===== config.mk =====
export PLATFORM = sky130hd
export DESIGN_NAME = accum_cpu
export DESIGN_NICKNAME = d
export VERILOG_FILES = /design/src/rtl/accum_cpu_pkg.sv /design/src/rtl/accum_cpu_alu.sv /design/src/rtl/accum_cpu_dpath.sv /design/src/rtl/accum_cpu_ctrl.sv /design/src/rtl/accum_cpu.sv
export SDC_FILE = /design/constraint.sdc
export NUM_CORES = 1
export LEC_CHECK = 0
export ABC_AREA = 1
export BUFFER_PORTS_ARGS = -buffer_cell sky130_fd_sc_hd__buf_2
export CORE_UTILIZATION = 65
export CTS_BUF_LIST = sky130_fd_sc_hd__clkbuf_4 sky130_fd_sc_hd__clkbuf_8
export CTS_CLUSTER_DIAMETER = 80
export DETAILED_ROUTE_END_ITERATION = 8
export PLACE_DENSITY = 0.8
export REMOVE_ABC_BUFFERS = 1
export SETUP_SLACK_MARGIN = 0.3
export SYNTH_ARGS = -nofsm -noshare
export SYNTH_HDL_FRONTEND = slang
export SYNTH_SLANG_ARGS = --single-unit

===== constraint.sdc =====
create_clock -name clk -period 5.3 [get_ports clk]
set_clock_uncertainty 0.05 [all_clocks]
set_input_delay 0.53 -clock clk [delete_from_list [all_inputs] [get_ports clk]]
set_output_delay 0.53 -clock clk [all_outputs]
set_load 0.03 [all_outputs]

===== src/rtl/accum_cpu_pkg.sv =====
package accum_cpu_pkg;

  localparam int OP_W = 4;

  typedef enum logic [OP_W-1:0] {
    OP_LDI = 4'b0001,
    OP_ADD = 4'b0010,
    OP_SUB = 4'b0011,
    OP_STA = 4'b0100,
    OP_JMP = 4'b0110,
    OP_OUT = 4'b1110,
    OP_HLT = 4'b1111
  } opcode_e;

  // Control strobes: the first five drive the bus, the rest latch or steer.
  typedef struct packed {
    logic pcOut;
    logic ramOut;
    logic irOut;
    logic accOut;
    logic aluOut;
    logic marIn;
    logic ramIn;
    logic irIn;
    logic accIn;
    logic opbIn;
    logic outIn;
    logic pcLoad;
    logic pcInc;
    logic aluSub;
  } strobe_t;

endpackage


===== src/rtl/accum_cpu_alu.sv =====
module accum_cpu_alu #(
  parameter int DATA_W = 8
) (
  input  logic [DATA_W-1:0] accIn,
  input  logic [DATA_W-1:0] opbIn,
  input  logic              subEn,
  output logic [DATA_W-1:0] result
);
  logic [DATA_W-1:0] addend;

  // Subtraction goes through the same adder: the second operand is negated in two's complement.
  always_comb begin
    addend = subEn ? (~opbIn + DATA_W'(1)) : opbIn;
    result = accIn + addend;
  end
endmodule


===== src/rtl/accum_cpu_dpath.sv =====
module accum_cpu_dpath
  import accum_cpu_pkg::*;
#(
  parameter int DATA_W = 8,
  parameter int ADDR_W = 4
) (
  input  logic              clk,
  input  logic              rst,
  input  strobe_t           strb,
  input  logic              ldEn,
  input  logic [ADDR_W-1:0] ldAddr,
  input  logic [DATA_W-1:0] ldData,
  output logic [OP_W-1:0]   opField,
  output logic [ADDR_W-1:0] pcVal,
  output logic [DATA_W-1:0] outVal
);
  localparam int DEPTH = 1 << ADDR_W;

  logic [DATA_W-1:0] mem [DEPTH];
  logic [ADDR_W-1:0] pcQ, marQ;
  logic [DATA_W-1:0] irQ, accQ, opbQ, outQ;
  logic [DATA_W-1:0] aluRes, ramRd, bus;

  accum_cpu_alu #(.DATA_W(DATA_W)) uAlu (
    .accIn (accQ),
    .opbIn (opbQ),
    .subEn (strb.aluSub),
    .result(aluRes)
  );

  assign ramRd = mem[marQ];

  // Shared bus: each source is gated by its own output enable.
  always_comb begin
    bus = '0;
    if (strb.pcOut)  bus = bus | DATA_W'(pcQ);
    if (strb.ramOut) bus = bus | ramRd;
    if (strb.irOut)  bus = bus | DATA_W'(irQ[ADDR_W-1:0]);
    if (strb.accOut) bus = bus | accQ;
    if (strb.aluOut) bus = bus | aluRes;
  end

  always_ff @(posedge clk) begin
    if (ldEn) mem[ldAddr] <= ldData;
    else if (strb.ramIn) mem[marQ] <= bus;
  end

  always_ff @(posedge clk) begin
    if (rst) begin
      pcQ  <= '0;
      marQ <= '0;
      irQ  <= '0;
      accQ <= '0;
      opbQ <= '0;
      outQ <= '0;
    end else begin
      if (strb.pcLoad)     pcQ <= bus[ADDR_W-1:0];
      else if (strb.pcInc) pcQ <= pcQ + ADDR_W'(1);
      if (strb.marIn) marQ <= bus[ADDR_W-1:0];
      if (strb.irIn)  irQ  <= bus;
      if (strb.accIn) accQ <= bus;
      if (strb.opbIn) opbQ <= bus;
      if (strb.outIn) outQ <= bus;
    end
  end

  assign opField = irQ[DATA_W-1 -: OP_W];
  assign pcVal   = pcQ;
  assign outVal  = outQ;
endmodule


===== src/rtl/accum_cpu_ctrl.sv =====
module accum_cpu_ctrl
  import accum_cpu_pkg::*;
#(
  parameter int STEPS = 5
) (
  input  logic            clk,
  input  logic            rst,
  input  logic [OP_W-1:0] opField,
  output strobe_t         strb,
  output logic            halted
);
  localparam int STEP_W = $clog2(STEPS);
  localparam logic [STEP_W-1:0] LAST = STEP_W'(STEPS - 1);
  localparam logic [STEP_W-1:0] T0 = STEP_W'(0);
  localparam logic [STEP_W-1:0] T1 = STEP_W'(1);
  localparam logic [STEP_W-1:0] T2 = STEP_W'(2);
  localparam logic [STEP_W-1:0] T3 = STEP_W'(3);
  localparam logic [STEP_W-1:0] T4 = STEP_W'(4);

  logic [STEP_W-1:0] stepQ;
  logic              haltQ;

  always_ff @(posedge clk) begin
    if (rst) begin
      stepQ <= '0;
      haltQ <= 1'b0;
    end else if (!haltQ) begin
      stepQ <= (stepQ == LAST) ? '0 : stepQ + STEP_W'(1);
      if (stepQ == T2 && opField == OP_HLT) haltQ <= 1'b1;
    end
  end

  always_comb begin
    strb = '0;
    if (!haltQ) begin
      unique case (stepQ)
        T0: begin strb.pcOut = 1'b1; strb.marIn = 1'b1; end
        T1: begin strb.ramOut = 1'b1; strb.irIn = 1'b1; strb.pcInc = 1'b1; end
        T2: begin
          case (opField)
            OP_LDI: begin strb.irOut = 1'b1; strb.accIn = 1'b1; end
            OP_ADD, OP_SUB, OP_STA: begin strb.irOut = 1'b1; strb.marIn = 1'b1; end
            OP_OUT: begin strb.accOut = 1'b1; strb.outIn = 1'b1; end
            OP_JMP: begin strb.irOut = 1'b1; strb.pcLoad = 1'b1; end
            default: ;
          endcase
        end
        T3: begin
          case (opField)
            OP_ADD, OP_SUB: begin strb.ramOut = 1'b1; strb.opbIn = 1'b1; end
            OP_STA: begin strb.accOut = 1'b1; strb.ramIn = 1'b1; end
            default: ;
          endcase
        end
        T4: begin
          if (opField == OP_ADD || opField == OP_SUB) begin
            strb.aluOut = 1'b1;
            strb.accIn  = 1'b1;
            strb.aluSub = (opField == OP_SUB);
          end
        end
        default: ;
      endcase
    end
  end

  assign halted = haltQ;
endmodule


===== src/rtl/accum_cpu.sv =====
module accum_cpu
  import accum_cpu_pkg::*;
#(
  parameter int DATA_W = 8,
  parameter int ADDR_W = 4,
  parameter int STEPS  = 5
) (
  input  logic              clk,
  input  logic              rst,
  input  logic              ldEn,
  input  logic [ADDR_W-1:0] ldAddr,
  input  logic [DATA_W-1:0] ldData,
  output logic [DATA_W-1:0] outVal,
  output logic              halted
);
  strobe_t           strb;
  logic [OP_W-1:0]   opField;
  logic [ADDR_W-1:0] pcVal;

  accum_cpu_ctrl #(.STEPS(STEPS)) uCtrl (
    .clk    (clk),
    .rst    (rst),
    .opField(opField),
    .strb   (strb),
    .halted (halted)
  );

  accum_cpu_dpath #(.DATA_W(DATA_W), .ADDR_W(ADDR_W)) uDpath (
    .clk    (clk),
    .rst    (rst),
    .strb   (strb),
    .ldEn   (ldEn),
    .ldAddr (ldAddr),
    .ldData (ldData),
    .opField(opField),
    .pcVal  (pcVal),
    .outVal (outVal)
  );
endmodule


=== Word level (Yosys, flattened, before mapping) ===
Memory sizes are Yosys's and may differ from the RTL's. A register that Yosys moved wholly into a read port is not among the register bits.
Index checks and enable logic that the tools add are counted.

* Add/subtract/negate cells: 4
* Equality and inequality tests: 11
* Muxes and demuxes: 43
* Bitwise operators: 5
* Reduce and logical (&&, ||, !) cells: 8

{| class="wikitable"
|+ Operators by type and width
! operator !! count
|-
| 8-bit two-way mux || 6
|-
| 1-bit two-way mux || 24
|-
| 4-bit two-way mux || 6
|-
| 8-bit OR || 3
|-
| 14-bit two-way mux || 1
|-
| 8-bit by 1-bit adder with 8-bit output, second input constant || 1
|-
| 8-bit adder || 1
|-
| 4-bit by 2-bit == test with 1-bit output, second input constant || 2
|-
| 4-bit by 3-bit == test with 1-bit output, second input constant || 2
|-
| 4-bit == test, second input constant || 2
|-
| 8-bit inverter || 1
|-
| 8-bit by 4-bit OR with 8-bit output || 1
|-
| 1-bit case mux with 2 select lines || 4
|-
| 8-bit OR reduction || 1
|-
| 3-bit by 2-bit == test with 1-bit output, second input constant || 2
|-
| 5-bit OR reduction || 1
|-
| 4-bit by 1-bit adder with 4-bit output, second input constant || 1
|-
| 4-bit by 1-bit == test with 1-bit output, second input constant || 1
|-
| 3-bit by 1-bit adder with 3-bit output, second input constant || 1
|-
| 3-bit by 1-bit == test with 1-bit output, second input constant || 1
|-
| 3-bit == test, second input constant || 1
|-
| 3-bit logical NOT || 1
|-
| 3-bit two-way mux || 1
|-
| 3-bit OR reduction || 1
|-
| other kinds (5) || 5
|}

* Register bits after elaboration: 44
* Bits in writable memories: 128
* Output and inout port bits: 9
* Logic and storage cells: 80
* Memories: 1

{| class="wikitable"
|+ Memory list
! memory !! words !! bits a word !! rd ports !! clocked after Yosys merged registers in !! write ports !! line !! RTL
|-
| uDpath.mem || 16 || 8 || 1 || 1 || 1 || accum_cpu_dpath.sv:19 || <nowiki>logic [DATA_W-1:0] mem [DEPTH];</nowiki>
|}

=== Longest topological paths before layout ===
* Depth in word-level cells: 16
* Mapped depth: 19
* Gate-level depth less buffers: 19

=== Hierarchy ===
Synthesis repeated with hierarchy kept, for this count alone.

* Cell total of the unflattened synthesis: 958
* Area, all modules: 8496.9 µm²

{| class="wikitable"
|+ Modules (own cells, without submodules)
! module !! times used !! cells each !! area each (µm²) !! seq. area each (µm²)
|-
| accum_cpu_dpath || 1 || 800 || 7554.7 || 4724.5
|-
| accum_cpu_alu || 1 || 85 || 505.5 || 0.0
|-
| accum_cpu_ctrl || 1 || 73 || 436.7 || 80.1
|}

=== Least setup slack after synthesis ===
Ideal clock, no wire load.

* Kind: register -> register
* Start point: register uCtrl.haltQ, in the netlist uCtrl.halted
* End point: memory uDpath.mem[0][4] (data pin)
* Arrival: 2741 ps
* Required time: 4948 ps
* Path slack: 2207 ps
* Cell stages (with the launch flop): 16
* Buffers on the path: 0
* Cell sequence: dfxtp_1 -> inv_2 -> nand3_1 -> nor2_2 -> inv_1 -> nand2_1 -> o21ai_0 -> inv_1 -> fa_1 -> inv_1 -> nand3_1 -> nand2_1 -> nor2_1 -> o21ai_1 -> inv_1 -> a31oi_1

* Cells in the longest elaborated chain, start to end: 9
* Elaborated cells on any way between the ends: 15
* Those cells by class: 1 x add/sub; 10 x mux; 3 x bitwise; 1 x reduce/logical

{| class="wikitable"
|+ RTL lines
! item !! line !! RTL
|-
| start, declared || accum_cpu_ctrl.sv:21 || <nowiki>logic haltQ;</nowiki>
|-
| start signal, assigned || accum_cpu_ctrl.sv:26 || <nowiki>haltQ <= 1'b0;</nowiki>
|-
| start signal, assigned || accum_cpu_ctrl.sv:29 || <nowiki>if (stepQ == T2 && opField == OP_HLT) haltQ <= 1'b1;</nowiki>
|-
| 14-bit two-way mux * || accum_cpu_ctrl.sv:35 || <nowiki>if (!haltQ) begin</nowiki>
|-
| branches (longest 7 deep; another with 8-bit adder) || -- ||
|-
| 8-bit two-way mux (no source line) * || -- ||
|-
| end, declared || accum_cpu_dpath.sv:19 ||
|}

Every way passes the cells marked *.

=== Final worst setup path ===
* Start point: register uCtrl.stepQ[0]
* End point: memory uDpath.mem[4][2] (data pin)

* Cells in the longest elaborated chain, start to end: 13
* Elaborated cells on any way between the ends: 29
* Those cells by class: 1 x add/sub; 4 x eq/ne; 18 x mux; 4 x bitwise; 2 x reduce/logical

{| class="wikitable"
|+ RTL lines
! item !! line !! RTL
|-
| start, declared || accum_cpu_ctrl.sv:20 || <nowiki>logic [STEP_W-1:0] stepQ;</nowiki>
|-
| start signal, assigned || accum_cpu_ctrl.sv:28 || <nowiki>stepQ <= (stepQ == LAST) ? '0 : stepQ + STEP_W'(1);</nowiki>
|-
| 3-bit logical NOT || accum_cpu_ctrl.sv:36 || <nowiki>unique case (stepQ)</nowiki>
|-
| 1-bit two-way mux || accum_cpu_ctrl.sv:36 ||
|-
| 14-bit two-way mux * || accum_cpu_ctrl.sv:35 ||
|-
| 4-bit two-way mux || accum_cpu_dpath.sv:36 || <nowiki>if (strb.pcOut) bus = bus | DATA_W'(pcQ);</nowiki>
|-
| 8-bit OR || accum_cpu_dpath.sv:37 || <nowiki>if (strb.ramOut) bus = bus | ramRd;</nowiki>
|-
| 8-bit two-way mux || accum_cpu_dpath.sv:37 ||
|-
| 8-bit by 4-bit OR with 8-bit output || accum_cpu_dpath.sv:38 || <nowiki>if (strb.irOut) bus = bus | DATA_W'(irQ[ADDR_W-1:0]);</nowiki>
|-
| 8-bit two-way mux || accum_cpu_dpath.sv:38 ||
|-
| 8-bit OR || accum_cpu_dpath.sv:39 || <nowiki>if (strb.accOut) bus = bus | accQ;</nowiki>
|-
| 8-bit two-way mux || accum_cpu_dpath.sv:39 ||
|-
| 8-bit OR || accum_cpu_dpath.sv:40 || <nowiki>if (strb.aluOut) bus = bus | aluRes;</nowiki>
|-
| 8-bit two-way mux || accum_cpu_dpath.sv:40 ||
|-
| 8-bit two-way mux (no source line) * || -- ||
|}

Every way passes the cells marked *; elsewhere a longest branch is shown, timed or not.

==> results <==
- The flow ran to the end, and the final reports show no timing, DRC or antenna violations.
- Clock-pin slew was measured on the worst setup and hold paths at 0.08 ns.
- Headroom to the max-slew limit came out at 13.4%.
- The number of global-route vias before repair is 5915.
- The number of placed instances, taps included is roughly 1100.
- Buffers added to address setup during post-CTS repair amount to 0.
- Buffers inserted to repair hold after CTS numbered 0.
- At the end of routability-driven placement, the weighted congestion stood at ~0.98.
- Entering global routing, the biggest net connects 65 pins.
- In this run the worst path has a maximum fanout of 16.
- After synthesis the netlist holds a flip-flop and latch count of ~180.
- VDD sags by at most ~0.33 mV.
- The kind of start point of the critical path is a flip-flop.
- The setup slack on the worst flop-to-flop path is roughly 1.5 ns.
- In the routed layout, each cell is associated on average with a via count of 5.79.
- Max-cap violations in this run came to 0.
- The later pin in the worst-skew pair is clocked with a latency of 0.47 ns.
- For this run, design rule violations remaining after detail routing come to 0.
- The area of the die is 13200 sq um.
- The class of the tightest hold or removal check is flip-flop to flip-flop.
- The kind of critical path is flip-flop to flip-flop.
- Setup violations remaining at the end of the flow were counted as 0.
- The predominant post-synthesis flop cell is edfxtp_1.
- The first routing iteration left just under 700 violations.
- Gates resized during post-CTS repair numbered 0.
- The number of antenna violations at the first check in global routing is 0.
- The clock root buffer is clkbuf_8.
- The post-synth design cell area is about 8300 sq um.
- The worst path in the final design needs a cycle of 3.78 ns, including I/O delays and setup.
- The number of buffers created by CTS is 17.
- Setup repair after global routing left no endpoint under its margin.
- The clock tree synthesis step divided the H-tree into 4 levels.
- The area inside the core boundary is about 12000 sq um.
- Across all hold checks on the routed design, the worst slack comes to 0.458 ns.
- The share of layout cells above drive strength 1 is 10.8%.
- The terminus of the critical flop-to-flop path is uDpath.mem[4][2]$_DFFE_PP_.
- OpenSTA, run right after detailed placement, puts the worst setup slack at 1.59 ns.
- The biggest area contributor in the post-synthesis netlist is edfxtp_1.
- Once the floorplan was initialized, standard cells occupied 67.9% of the core.
- The fraction of the cycle the final worst path needs is 71.3%.
- The max-slew violation total from the final report was 0.
- The gate count of the mapped netlist is 907.
- For the worst setup path, the data required time is 5.33 ns.
- The clock passes through at most 2 buffers.
- The count of input and output buffers is 23.
- The most common cell after layout, fill and taps aside is nand2_1.
- Once detailed placement completed, the half-perimeter wirelength came to 12.6 mm.
- The final wirelength is between 15 and 20 mm.
- After synthesis, the mean cell area works out to between 9 and 10 sq um.
- In this run the count of I/O pins placed on the die edge is 24.
- In the synthesized netlist the async set-or-reset flop fraction comes to 0%.
- The hold-critical path depth is 2.
- The number of nets with antenna violations after detailed routing is 0.
- The net count of the finished layout is 951.
- The first global-routing pass estimated 29.8 mm of wire.
- The worst hold path terminates at uDpath.outVal[4]$_SDFFE_PP0P_.
- After synthesis, the cell types taking the most area are edfxtp_1 (46%), dfxtp_1 (12%), nand2_1 (11%), nand3_1 (8.8%), inv_1 (4.3%).
- The cell area power density is 334 nW/um^2.
- The portion of synthesized cell area occupied by the leading cell type is between 40% and 50%.
- The final instance count without filler cells is 1102.
- The launch point of the worst reg-to-reg path is uCtrl.stepQ[0]$_SDFFE_PP0N_.
- The total inserted antenna cells is 0.
- At the worst endpoint, the arrival time is ~3.8 ns.
- The x dimension of the die is 115 um.
- The setup total negative slack is 0 ns.
- The worst-case reg-to-reg path depth is 13.
- The transition time at the pin with the least slew margin is 1.29 ns.
- The achievable clock frequency is around 260 MHz.
- The synthesized design contains 128 enable-type register cells.
- In the final routed layout, each cell accounts on average for 17.3 um.
- Leaving out fill and tap cells, the most frequent cells in the layout are nand2_1 (245), nand3_1 (145), edfxtp_1 (128).
- The remaining global-route overflow is 0.
- The startpoint identified for the worst hold timing path is uDpath.outVal[4]$_SDFFE_PP0P_.
- Across every metal layer, demand over resource in global routing totals 30.7%.
- The sequential fraction of the synthesis area is 58.0%.
- The number of warnings printed during yosys synthesis is 0.
- The vertical die dimension is approximately 110 um.
- The synthesized netlist contains 38 unique library cells.
- The total via count after detailed routing is 6379.
- The standard-cell row count is 40.
- Setup slack on the critical path of the routed design comes to 1.52 ns.
- The CTS tree is built.
- The first detailed-routing pass ran for 5 iterations.
- Once layout is complete, the utilization of the core stands at 72.8%.
- The first element of the critical path is uCtrl.stepQ[0]$_SDFFE_PP0N_.
- The area growth from synthesis to layout is 7.26%.
- The final count of hold timing violations is 0.
- The leakage power is 0.00384 uW.
- The number of sinks handled by clock tree synthesis is 176.
- The nature of the critical path endpoint is a flip-flop.
## sequential cells by signal, indices dropped and copies added, names as in the netlist, named ones only
register,flops
uCtrl.stepQ,3
uDpath.opbQ,8
uDpath.irQ,8
uCtrl.halted,1
uDpath.pcVal,4
uDpath.accQ,8
uDpath.outVal,8
uDpath.marQ,4
uDpath.mem,128
## where the power goes
| part | switching [uW] | total [uW] | internal, uW |
|---|---|---|---|
| logic | 342 | 470 | 128 |
| clock network | 478 | 962 | 484 |
| registers | 25.2 | 1540 | 1510 |
| total | 846 | 2970 | 2130 |
## critical path, cell delays in order, from the launching register on
cell and delay (ns):
dfxtp_1 0.36, inv_1 0.09, ha_1 0.19, nand2_1 0.12, nor2_2 0.24, inv_1 0.14
o21ai_0 0.24, inv_1 0.10, fa_1 0.47, xnor2_1 0.22, a21oi_1 0.10, nand2_1 0.09
a21oi_2 0.06, a31oi_1 0.92
## synth_stat cells (2+ instances only)
cell type,n
nor2_1,62
nand2_2,5
buf_4,6
nand3_2,5
nand2_1,245
o211ai_1,4
nand4_1,13
dfxtp_1,48
buf_2,17
or2_2,6
o21a_1,2
clkbuf_1,8
ha_1,14
inv_2,8
o21ai_0,24
xor2_1,6
o21ai_2,5
inv_1,95
edfxtp_1,128
o21bai_1,6
nor2_4,3
a21oi_1,22
nor2_2,5
nor3_1,7
a31oi_1,6
nand3_1,145
## area by class of cell
cell class                      instances  area (sq um)
Fill cell                             923          3320
Clock inverter                         12           156
Clock buffer                           20           256
Inverter                              104           393
Tap cell                              168           210
Sequential cell                       176          4810
Multi-Input combinational cell        594          2910
Timing Repair Buffer                   28           153
## routing by layer
| metal | part of all wire (%) | vias up | GRT usage [%] |
|---|---|---|---|
| li1 | - | 3050 | - |
| met1 | 44 | 2947 | 45.5 |
| met2 | 45 | 344 | 45.5 |
| met3 | 9.3 | 38 | 5.11 |
| met4 | 2.1 | 0 | 11.9 |
| met5 | 0 | - | 0 |
## metrics by stage
stage / total power, uW / instance area, sq um
after floorplan: 1870 / 8110
after global placement: 2010 / 8480
after detailed placement: 2030 / 8480
after CTS: 2960 / 8890
after global routing: 3070 / 8890
final: 2970 / 8890
## worst max-delay path by stage
stage / cells after the start / end
floorplan: 11 / uDpath.mem[0][3]$_DFFE_PP_
global placement: 15 / uDpath.mem[4][4]$_DFFE_PP_
detailed placement: 15 / uDpath.mem[7][4]$_DFFE_PP_
CTS: 15 / uDpath.mem[4][4]$_DFFE_PP_
global route: 16 / uDpath.mem[9][4]$_DFFE_PP_
finish: 13 / uDpath.mem[4][2]$_DFFE_PP_
## logic make-up after synthesis
logic type	share of synthesized area (%)
adders and majority gates	2.36
buffers and inverters	6.85
xor gates and xnor gates	0.740
AOI/OAI and AO/OA	5.19
DFF	58.0
and+or+nand+nor	26.9
No activity file was read; power rests on OpenSTA's default activity.
